File: config.mk
export PLATFORM = sky130hd
export DESIGN_NAME = cfgLoader
export DESIGN_NICKNAME = d
export VERILOG_FILES = /design/src/rtl/cfgLoaderPkg.sv /design/src/rtl/cfgLoaderPath.sv /design/src/rtl/cfgLoaderCtrl.sv /design/src/rtl/cfgLoader.sv
export SDC_FILE = /design/constraint.sdc
export NUM_CORES = 1
export LEC_CHECK = 0
export ABC_AREA = 0
export BUFFER_PORTS_ARGS = -buffer_cell sky130_fd_sc_hd__clkbuf_2
export CAP_MARGIN = 0
export CORE_MARGIN = 2
export CORE_UTILIZATION = 40
export CTS_CLUSTER_SIZE = 20
export DETAILED_ROUTE_END_ITERATION = 8
export PLACE_DENSITY = 0.61
export SYNTH_ARGS = -nofsm -noshare
export SYNTH_HDL_FRONTEND = slang
export SYNTH_SLANG_ARGS = --single-unit
File: constraint.sdc
create_clock -name clk -period 3.4 [get_ports clk]
set_input_delay 0.51 -clock clk [delete_from_list [all_inputs] [get_ports clk]]
set_output_delay 0.51 -clock clk [all_outputs]
set_load 0.01 [all_outputs]
File: src/rtl/cfgLoaderPkg.sv
package cfgLoaderPkg;

  localparam int CFG_LEN_W = 24;

  typedef enum logic [2:0] {
    ST_IDLE,
    ST_INIT,
    ST_SYNC,
    ST_LEN,
    ST_BODY,
    ST_GRACE,
    ST_LIVE,
    ST_FAIL
  } loadState_e;

  // strobes from control to datapath
  typedef struct packed {
    logic clkRun;
    logic clrField;
    logic loadLen;
    logic countBody;
    logic clrTimer;
  } pathCtl_t;

  // status from datapath to control
  typedef struct packed {
    logic syncFull;
    logic syncOk;
    logic lenFull;
    logic lenZero;
    logic bodyLast;
    logic initHit;
    logic graceHit;
  } pathSts_t;

endpackage

File: src/rtl/cfgLoaderPath.sv
module cfgLoaderPath
  import cfgLoaderPkg::*;
#(
  parameter int DIV_HALF = 2,
  parameter int INIT_CYC = 16,
  parameter int PRE_W = 8,
  parameter logic [PRE_W-1:0] PRE_PAT = 8'hB2,
  parameter int LEN_W = CFG_LEN_W
) (
  input  logic             clk,
  input  logic             rstN,
  input  logic             serialIn,
  input  pathCtl_t         ctl,
  output pathSts_t         sts,
  output logic             cfgClk,
  output logic [LEN_W-1:0] bitLength
);

  localparam int DIV_W = $clog2(DIV_HALF + 1);
  localparam int FCNT_W = $clog2(LEN_W + 1);
  localparam int GRACE_CYC = 2 * DIV_HALF;
  localparam int TMAX = (INIT_CYC > GRACE_CYC) ? INIT_CYC : GRACE_CYC;
  localparam int TIMER_W = $clog2(TMAX + 1);

  logic [DIV_W-1:0]   divCnt;
  logic               cfgClkQ;
  logic               riseTick;
  logic [LEN_W-1:0]   hdrShift;
  logic [FCNT_W-1:0]  fieldCnt;
  logic [LEN_W-1:0]   remain;
  logic [LEN_W-1:0]   lenCap;
  logic [TIMER_W-1:0] timer;

  // clock divider
  always_ff @(posedge clk or negedge rstN) begin
    if (!rstN) begin
      divCnt  <= '0;
      cfgClkQ <= 1'b0;
    end else if (!ctl.clkRun) begin
      divCnt  <= '0;
      cfgClkQ <= 1'b0;
    end else if (divCnt == DIV_W'(DIV_HALF - 1)) begin
      divCnt  <= '0;
      cfgClkQ <= ~cfgClkQ;
    end else begin
      divCnt <= divCnt + 1'b1;
    end
  end

  assign riseTick = ctl.clkRun && (divCnt == DIV_W'(DIV_HALF - 1)) && !cfgClkQ;
  assign cfgClk   = cfgClkQ;

  // header shifter and field counter
  always_ff @(posedge clk or negedge rstN) begin
    if (!rstN) begin
      hdrShift <= '0;
      fieldCnt <= '0;
    end else begin
      if (riseTick) hdrShift <= {hdrShift[LEN_W-2:0], serialIn};
      if (ctl.clrField) fieldCnt <= '0;
      else if (riseTick && fieldCnt != FCNT_W'(LEN_W)) fieldCnt <= fieldCnt + 1'b1;
    end
  end

  // body counter and captured length
  always_ff @(posedge clk or negedge rstN) begin
    if (!rstN) begin
      remain <= '0;
      lenCap <= '0;
    end else if (ctl.loadLen) begin
      remain <= hdrShift;
      lenCap <= hdrShift;
    end else if (ctl.countBody && riseTick && remain != '0) begin
      remain <= remain - 1'b1;
    end
  end

  // phase timer
  always_ff @(posedge clk or negedge rstN) begin
    if (!rstN) timer <= '0;
    else if (ctl.clrTimer) timer <= '0;
    else if (timer != '1) timer <= timer + 1'b1;
  end

  assign sts.syncFull = (fieldCnt == FCNT_W'(PRE_W));
  assign sts.syncOk   = (hdrShift[PRE_W-1:0] == PRE_PAT);
  assign sts.lenFull  = (fieldCnt == FCNT_W'(LEN_W));
  assign sts.lenZero  = (hdrShift == '0);
  assign sts.bodyLast = (remain == '0);
  assign sts.initHit  = (timer == TIMER_W'(INIT_CYC - 1));
  assign sts.graceHit = (timer == TIMER_W'(GRACE_CYC - 1));
  assign bitLength    = lenCap;


  clk_stop_chk: assert property (@(posedge clk) disable iff (!rstN)
    !ctl.clkRun |=> !cfgClk);


  rise_edge_chk: assert property (@(posedge clk) disable iff (!rstN)
    riseTick |=> cfgClk);

endmodule

File: src/rtl/cfgLoaderCtrl.sv
module cfgLoaderCtrl
  import cfgLoaderPkg::*;
(
  input  logic       clk,
  input  logic       rstN,
  input  logic [2:0] modeSel,
  input  logic       restartReq,
  input  pathSts_t   sts,
  output pathCtl_t   ctl,
  output logic       initN,
  output logic       cfgDone,
  output logic       ioEnable,
  output logic       cfgError
);

  loadState_e state, nextState;
  logic       masterMode;

  assign masterMode = (modeSel == 3'b000);

  always_comb begin
    nextState = state;
    if (restartReq) begin
      nextState = ST_INIT;
    end else begin
      unique case (state)
        ST_IDLE:  if (masterMode) nextState = ST_INIT;
        ST_INIT:  if (sts.initHit) nextState = masterMode ? ST_SYNC : ST_IDLE;
        ST_SYNC:  if (sts.syncFull) nextState = sts.syncOk ? ST_LEN : ST_FAIL;
        ST_LEN:   if (sts.lenFull) nextState = sts.lenZero ? ST_FAIL : ST_BODY;
        ST_BODY:  if (sts.bodyLast) nextState = ST_GRACE;
        ST_GRACE: if (sts.graceHit) nextState = ST_LIVE;
        ST_LIVE:  nextState = ST_LIVE;
        ST_FAIL:  nextState = ST_FAIL;
        default:  nextState = ST_IDLE;
      endcase
    end
  end

  always_ff @(posedge clk or negedge rstN) begin
    if (!rstN) state <= ST_IDLE;
    else state <= nextState;
  end

  always_comb begin
    ctl.clkRun    = (state == ST_SYNC) || (state == ST_LEN) || (state == ST_BODY);
    ctl.clrField  = (state != nextState) || restartReq;
    ctl.clrTimer  = (state != nextState) || restartReq;
    ctl.loadLen   = (state == ST_LEN) && sts.lenFull;
    ctl.countBody = (state == ST_BODY);
  end

  assign initN    = !((state == ST_IDLE) || (state == ST_INIT));
  assign cfgDone  = (state == ST_GRACE) || (state == ST_LIVE);
  assign ioEnable = (state == ST_LIVE);
  assign cfgError = (state == ST_FAIL);


  mode_gate_chk: assert property (@(posedge clk) disable iff (!rstN)
    (state == ST_IDLE && !masterMode && !restartReq) |=> (state == ST_IDLE));


  restart_chk: assert property (@(posedge clk) disable iff (!rstN)
    restartReq |=> !initN);


  done_err_excl_chk: assert property (@(posedge clk) disable iff (!rstN)
    !(cfgDone && cfgError));


  io_after_done_chk: assert property (@(posedge clk) disable iff (!rstN)
    $rose(ioEnable) |-> $past(cfgDone));

endmodule

File: src/rtl/cfgLoader.sv
module cfgLoader
  import cfgLoaderPkg::*;
#(
  parameter int DIV_HALF = 2,
  parameter int INIT_CYC = 16,
  parameter int PRE_W = 8,
  parameter logic [PRE_W-1:0] PRE_PAT = 8'hB2,
  parameter int LEN_W = CFG_LEN_W
) (
  input  logic             clk,
  input  logic             rstN,
  input  logic [2:0]       modeSel,
  input  logic             restartReq,
  input  logic             serialIn,
  output logic             cfgClk,
  output logic             initN,
  output logic             cfgDone,
  output logic             ioEnable,
  output logic             cfgError,
  output logic [LEN_W-1:0] bitLength
);

  pathCtl_t ctl;
  pathSts_t sts;

  cfgLoaderCtrl ctrl_i (
    .clk        (clk),
    .rstN       (rstN),
    .modeSel    (modeSel),
    .restartReq (restartReq),
    .sts        (sts),
    .ctl        (ctl),
    .initN      (initN),
    .cfgDone    (cfgDone),
    .ioEnable   (ioEnable),
    .cfgError   (cfgError)
  );

  cfgLoaderPath #(
    .DIV_HALF (DIV_HALF),
    .INIT_CYC (INIT_CYC),
    .PRE_W    (PRE_W),
    .PRE_PAT  (PRE_PAT),
    .LEN_W    (LEN_W)
  ) path_i (
    .clk       (clk),
    .rstN      (rstN),
    .serialIn  (serialIn),
    .ctl       (ctl),
    .sts       (sts),
    .cfgClk    (cfgClk),
    .bitLength (bitLength)
  );

endmodule

==> results of run 1 <==
## cells by family (layout without fill, tap and decap cells)
kind of cell,after synthesis,count (layout),share of synthesized area [%]
fa+ha+maj,6,6,1.802
simple gates,265,265,30.15
xor+xnor,10,10,2.463
flops,88,88,52.85
buf+inv,26,62,2.883
mux,3,3,0.8108
compound gates,53,53,9.039
## power by group through the flow
stage	logic, mW	registers (mW)	clock network [mW]
global placement	0.0383	1.07	0
detailed placement	0.0392	1.07	0
CTS	0.0393	1.05	0.735
finish	0.0373	1.05	0.721
floorplan	0.00947	1.07	0
global route	0.0437	1.05	0.777
## worst reg2reg max path: stages (launching register included)
cell     delay, ns
dfrtp_1       0.42
inv_1         0.07
ha_1          0.17
or3b_2        0.52
nor3_1        0.29
and3_1        0.40
a31oi_1       0.21
mux2i_2       0.45
nor2_1        0.10
## how the worst max path moves through the flow
stage / slack (ns) / startpoint / to / cells past startpoint
floorplan: 1.00 / path_i.remain[0] / path_i.remain[2] / 9
global placement: 0.76 / path_i.remain[0] / path_i.remain[4] / 8
detailed placement: 0.67 / path_i.remain[0] / path_i.fieldCnt[2] / 8
CTS: 0.65 / path_i.remain[0] / path_i.timer[2] / 8
global route: 0.43 / path_i.remain[0] / path_i.timer[4] / 8
finish: 0.64 / path_i.remain[0] / path_i.timer[2] / 8
## state kept, by name (all words and copies together) (netlist names)
name	flops
path_i.cfgClk	1
path_i.hdrShift	24
path_i.bitLength	24
path_i.divCnt	2
path_i.timer	5
ctrl_i.state	3
path_i.remain	24
path_i.fieldCnt	5
## area by class of cell
type                            count  share of cell area (%)
Inverter                            6                  0.4832
Clock buffer                       11                   3.034
Clock inverter                      4                  0.9664
Sequential cell                    88                   47.25
Timing Repair Buffer               41                   5.047
Tap cell                          136                   3.651
Multi-Input combinational cell    337                   39.57
## metal layers
layer  up-vias  track usage, %  wire length, microns
met2        58           28.48                  4378
met5         -               0                     0
met3        13           2.575                   319
met4         0           9.023                   208
li1       1605               -                     -
met1      1594           24.40                  4404
## metrics by stage
| step | hold WS, ns | setup WS, ns | std cells | instance area, sq um |
|---|---|---|---|---|
| floorplan | 0.2144 | 1.004 | 451 | 4167 |
| global placement | 0.4354 | 0.7644 | 608 | 4474 |
| detailed placement | 0.4456 | 0.6677 | 608 | 4474 |
| CTS | 0.2684 | 0.6484 | 623 | 4661 |
| global route | 0.3143 | 0.4346 | 623 | 4661 |
| finish | 0.2411 | 0.6379 | 623 | 4661 |
## layout by cell type (no fill, tap or decap), drive strengths merged, types with 2 or more instances in the layout
cell,Yosys,routed
nand2,160,160
dfrtp,88,88
clkbuf,15,45
nor2,29,29
nand3,15,15
o21ai,15,15
o211ai,14,14
nor3,9,9
nor4,8,8
xor2,8,8
o311ai,8,8
or4,7,7
buf,5,7
inv,6,6
a21oi,6,6
ha,6,6
and3,5,5
nand4,4,4
nor2b,4,4
or3,4,4
and2,3,3
nor3b,3,3
clkinv,0,3
mux2i,3,3
nand3b,3,3
nor4b,2,2
nand2b,2,2
a211oi,2,2
nand4b,2,2
xnor2,2,2
==> summary.md, run 1 <==
| Metric | Value |
|---|---|
| Status | `complete, no violations` |
| Combinational fraction of design power | `2.1%` |
| CTS tree | `yes` |
| Initial core utilization | `40.72%` |
| Cell with the most instances after synthesis | `nand2_1` |
| FILL cells | `997` |
| DRC viols | `0` |
| R2R cell count | `8` |
| # rows | `37` |
| Setup TNS | `0 ns` |
| Vias | `3270` |
| Crit end category | `flop` |
| Final ANT Viol Nets | `0` |
| First-pass GRT wire length | `15840 microns` |
| Final Hold Viols | `0` |
| Crit Reg-Reg Endpoint | `path_i.timer[2]` |
| Core area | `10230 sq um` |
| WL final | `9310 microns` |
| Sw frac | `22.04%` |
| Post-synth top area cell | `dfrtp_1` |
| DP HPWL | `6496 microns` |
| Fin Clk Skew | `0.01012 ns` |
| Commonest cells in the netlist | `157 x nand2_1, 88 x dfrtp_1, 28 x nor2_1` |
| Static leakage | `2.370 nW` |
| Hold Buf Count CTS | `0` |
| Area Growth Syn to Fin | `11.86%` |
| Iter 0 DRT Violations | `220` |
| Vias per std cell | `5.249` |
| Max-cap viol count | `0` |
| Critical-path cell list | `inv_1 > ha_1 > or3b_2 > nor3_1 > and3_1 > a31oi_1 > mux2i_2 > nor2_1` |
| Port-buffer cells | `35` |
| Longest Clk Path Bufs | `2` |
| Die width | `106.1 microns` |
| Max-slew violation count | `0` |
| YS warnings | `0` |
| Ratio of cells with drive above 1 in the final layout | `15.20%` |
| Net count after synthesis | `464` |
| Pin count of the biggest net entering global routing | `67` |
| Peak VDD IR | `0.1449 mV` |
| Minimum clock period after layout | `2.762 ns` |
| PwrDens | `388.2 nW/um^2` |
| Net count reported at finish | `496` |
| Vias in the first global route | `3219` |
| Final setup vio count | `0` |
| Die Height | `106.1 microns` |
| Diodes inserted | `0` |
| Worst EP required | `3.64 ns` |
| Clk network pwr share | `39.8%` |
| Net Switching | `0.3988 mW` |
| Final cell utilization of the core | `45.55%` |
| Clk Latency, worst-skew pair | `0.37 ns` |
| CTS Sinks | `88` |
| Root Buffer | `clkbuf_8` |
| Worst Path Arrival | `3.00 ns` |
| RSZ-0062 raised after global routing | `no` |
| Ys async rst share | `100.0%` |
| Post-synth EDFFs | `0` |
| Yosys cell types | `58` |
| R2R Setup Slk | `0.64 ns` |
| DR pass1 iterations | `4` |
| WL/cell | `14.94 microns` |
| Die Area | `11250 sq um` |
| Delay-heaviest family, CP | `simple AND/OR/NAND/NOR gates` |
| Mean Syn Cell Area | `9.238 sq um` |
| Critical path class | `reg2reg` |
| Slew headroom | `44.38%` |
| Seq/Total Area, Yosys | `52.85%` |
| Crit-path max FO | `9` |
| Critical path buffers and inverters | `1` |
| Slowest-stage cell, CP | `or3b_2` |
| Top cell type's share of synthesized area | `52.85%` |
| GPL Wtd Cong | `0.8298` |
| Highest Clock Rate | `0.3620 GHz` |
| Cell count after synthesis | `451` |
| Seq pwr share | `58.1%` |
| Crit-path max cell delay | `0.52 ns` |
| Slew @ Worst Pin | `0.8343 ns` |
| Final period util | `81.24%` |
| Startpoint Class | `flop` |
| Global route overflow | `0` |
| Reg area | `2202 sq um` |
| Synth Register Bits | `88` |
| Reg-to-Reg Start | `path_i.remain[0]` |
| H-tree depth | `3` |
| CTS buffer count | `9` |
| Initial antenna violation count | `0` |
| I/O Pins | `36` |
| Post-CTS Setup Inserts | `0` |
| Total GRT Usage | `18.05%` |
| Area of the multi-input gates | `1844 sq um` |
| Hold Path Class | `in2async` |
| Final Total Pwr | `1.809 mW` |
| Top FF cell, synth | `dfrtp_1` |
| Clock Pin Slew Worst Setup and Hold Paths | `0.09 ns` |
| Synth area leaders | `dfrtp_1 53%, nand2_1 14%, nor2_1 2.5%` |
| # resized after CTS | `0` |
| Internal | `1.411 mW` |
| Syn Std Cell Area | `4166 sq um` |
Power figures use the tool's default switching activity.
==> run 2: changes to the inputs <==
==> constraint.sdc (replaced) <==
create_clock -name clk -period 2.81 [get_ports clk]
set_input_delay 0.4215 -clock clk [delete_from_list [all_inputs] [get_ports clk]]
set_output_delay 0.4215 -clock clk [all_outputs]
set_load 0.01 [all_outputs]
==> summary.md, run 2 (same netlist as run 1, synthesis figures left out) <==
| Metric | Value |
|---|---|
| Minimum clock period after layout | `2.607 ns (was 2.762 ns)` |
| Critical-path cell list | `inv_1 > ha_1 > or3b_2 > nor3_1 > and3_1 > a31oi_1 > mux2i_2 > buf_4 > a21oi_1 (was inv_1 > ha_1 > or3b_2 > nor3_1 > and3_1 > a31oi_1 > mux2i_2 > nor2_1)` |
| Commonest cells after routing, fill and taps aside | `157 x nand2_1, 88 x dfrtp_1, 34 x clkbuf_2 (unchanged)` |
| Crit-path max FO | `9 (unchanged)` |
| Fin Clk Skew | `0.01101 ns (was 0.01012 ns)` |
| Placed cell count | `616 (was 608)` |
| Static leakage | `2.413 nW (was 2.370 nW)` |
| Highest Clock Rate | `0.3835 GHz (was 0.3620 GHz)` |
| Hold Path Class | `in2async (unchanged)` |
| WL final | `9292 microns (was 9310 microns)` |
| R2R cell count | `9 (was 8)` |
| Initial antenna violation count | `0 (unchanged)` |
| Crit-path max cell delay | `0.51 ns (was 0.52 ns)` |
| Root Buffer | `clkbuf_8 (unchanged)` |
| Worst path depth | `9 (was 8)` |
| Peak VDD IR | `0.2172 mV (was 0.1449 mV)` |
| Area Growth Syn to Fin | `14.32% (was 11.86%)` |
| WL/cell | `14.70 microns (was 14.94 microns)` |
| CTS tree | `yes (unchanged)` |
| Non-Filler Instances | `632 (was 623)` |
| Max-cap viol count | `0 (unchanged)` |
| RSZ-0062 raised after global routing | `no (unchanged)` |
| Slew headroom | `60.72% (was 44.38%)` |
| Ratio of cells with drive above 1 in the final layout | `16.94% (was 15.20%)` |
| Final setup vio count | `0 (unchanged)` |
| Worst Setup EP | `path_i.fieldCnt[1] (was path_i.timer[2])` |
| Iter 0 DRT Violations | `247 (was 220)` |
| Crit end category | `flop (unchanged)` |
| Clock Pin Slew Worst Setup and Hold Paths | `0.10 ns (was 0.09 ns)` |
| Pre-CTS setup slack | `0.2346 ns (was 0.6677 ns)` |
| Final Hold Viols | `0 (unchanged)` |
| Vias in the first global route | `3149 (was 3219)` |
| Clk Latency, worst-skew pair | `0.37 ns (about the same)` |
| Hold Buf Count CTS | `0 (unchanged)` |
| R2R Setup Slk | `0.20 ns (was 0.64 ns)` |
| Longest Clk Path Bufs | `2 (unchanged)` |
| DRC viols | `0 (unchanged)` |
| Commonest non-fill, non-tap cell in the layout | `nand2_1 (unchanged)` |
| # resized after CTS | `0 (unchanged)` |
| Final ANT Viol Nets | `0 (unchanged)` |
| Final Total Pwr | `2.326 mW (was 1.809 mW)` |
| CTS Sinks | `88 (unchanged)` |
| Slew @ Worst Pin | `0.5892 ns (was 0.8343 ns)` |
| Critical Path Start | `path_i.remain[0] (unchanged)` |
| Worst EP required | `3.06 ns (was 3.64 ns)` |
| Net count reported at finish | `504 (was 496)` |
| Vias | `3295 (was 3270)` |
| FILL cells | `979 (was 997)` |
| CTS buffer count | `9 (unchanged)` |
| Initial core utilization | `40.72% (unchanged)` |
| Min Hold Slack | `0.05086 ns (was 0.2411 ns)` |
| Die width | `106.1 microns (unchanged)` |
| Vias per std cell | `5.214 (was 5.249)` |
| Pin count of the biggest net entering global routing | `46 (was 67)` |
| Max-slew violation count | `0 (unchanged)` |
| Port-buffer cells | `35 (unchanged)` |
| H-tree depth | `3 (unchanged)` |
| Global route overflow | `0 (unchanged)` |
| Setup TNS | `0 ns (unchanged)` |
| Die Height | `106.1 microns (unchanged)` |
| GPL Wtd Cong | `0.7875 (was 0.8298)` |
| Post-CTS Setup Inserts | `0 (unchanged)` |
| First-pass GRT wire length | `15600 microns (was 15840 microns)` |
| DR pass1 iterations | `5 (was 4)` |
| DP HPWL | `6426 microns (was 6496 microns)` |
| Critical path buffers and inverters | `2 (was 1)` |
| Slowest-stage cell, CP | `or3b_2 (unchanged)` |
| Total GRT Usage | `17.58% (was 18.05%)` |
| Worst Slack Setup Final | `0.2028 ns (was 0.6379 ns)` |
| Delay-heaviest family, CP | `simple AND/OR/NAND/NOR gates (unchanged)` |
| Core area | `10230 sq um (unchanged)` |
| Status | `complete, no violations (unchanged)` |
| Worst Path Arrival | `2.86 ns (was 3.00 ns)` |
| Die Area | `11250 sq um (unchanged)` |
| # rows | `37 (unchanged)` |
| Reg-to-Reg Start | `path_i.remain[0] (unchanged)` |
| Final period util | `92.78% (was 81.24%)` |
| PwrDens | `488.3 nW/um^2 (was 388.2 nW/um^2)` |
| Startpoint Class | `flop (unchanged)` |
| Diodes inserted | `0 (unchanged)` |
| I/O Pins | `36 (unchanged)` |
| Crit Reg-Reg Endpoint | `path_i.fieldCnt[1] (was path_i.timer[2])` |
| Critical path class | `reg2reg (unchanged)` |
==> run 2: cell count changes in the layout (fill, tap and decap cells not counted), sizes merged <==
cell      before  now
clkinv         3    0
clkbuf        45   44
buf            7   15
bufinv         1    2
inv            6    7
clkinvlp       0    3
==> run 2: how the worst min path moves through the flow <==
stage / startpoint / endpoint / depth (start not counted)
finish: rstN / path_i.hdrShift[21] / 1
global route: rstN / path_i.bitLength[17] / 1
CTS: rstN / path_i.remain[3] / 1
detailed placement: path_i.bitLength[5] / path_i.bitLength[5] / 2
floorplan: rstN / ctrl_i.state[0] / 0
global placement: path_i.divCnt[0] / path_i.divCnt[0] / 1
==> run 2: layer usage <==
layer | global-route usage (%) | up-vias | share of wire [%]
met5 | 0 | - | 0
met4 | 5.639 | 0 | 1.4
met3 | 3.740 | 10 | 3.8
met2 | 27.83 | 68 | 46
met1 | 24.22 | 1596 | 48
li1 | - | 1621 | -
==> run 2: area by class of cell <==
type	count	area, sq um	area share [%]
inverter	6	22.52	0.4728
tap	136	170.2	3.572
multi-input combinational	337	1844	38.72
sequential	88	2202	46.23
clock inverter	6	91.34	1.918
clock buffer	10	137.6	2.889
timing repair buffer	49	295.3	6.199
==> run 2: through the flow <==
stage / utilization (%) / instance area (sq um)
global route: 46.56 / 4763
floorplan: - / 4167
CTS: 46.56 / 4763
finish: 46.56 / 4763
global placement: 44.32 / 4534
detailed placement: 44.32 / 4534
==> run 2: power by group <==
part | switching, mW | internal (mW)
Sequential | 0.00356 | 1.27
Clock | 0.478 | 0.528
Combinational | 0.0337 | 0.0137
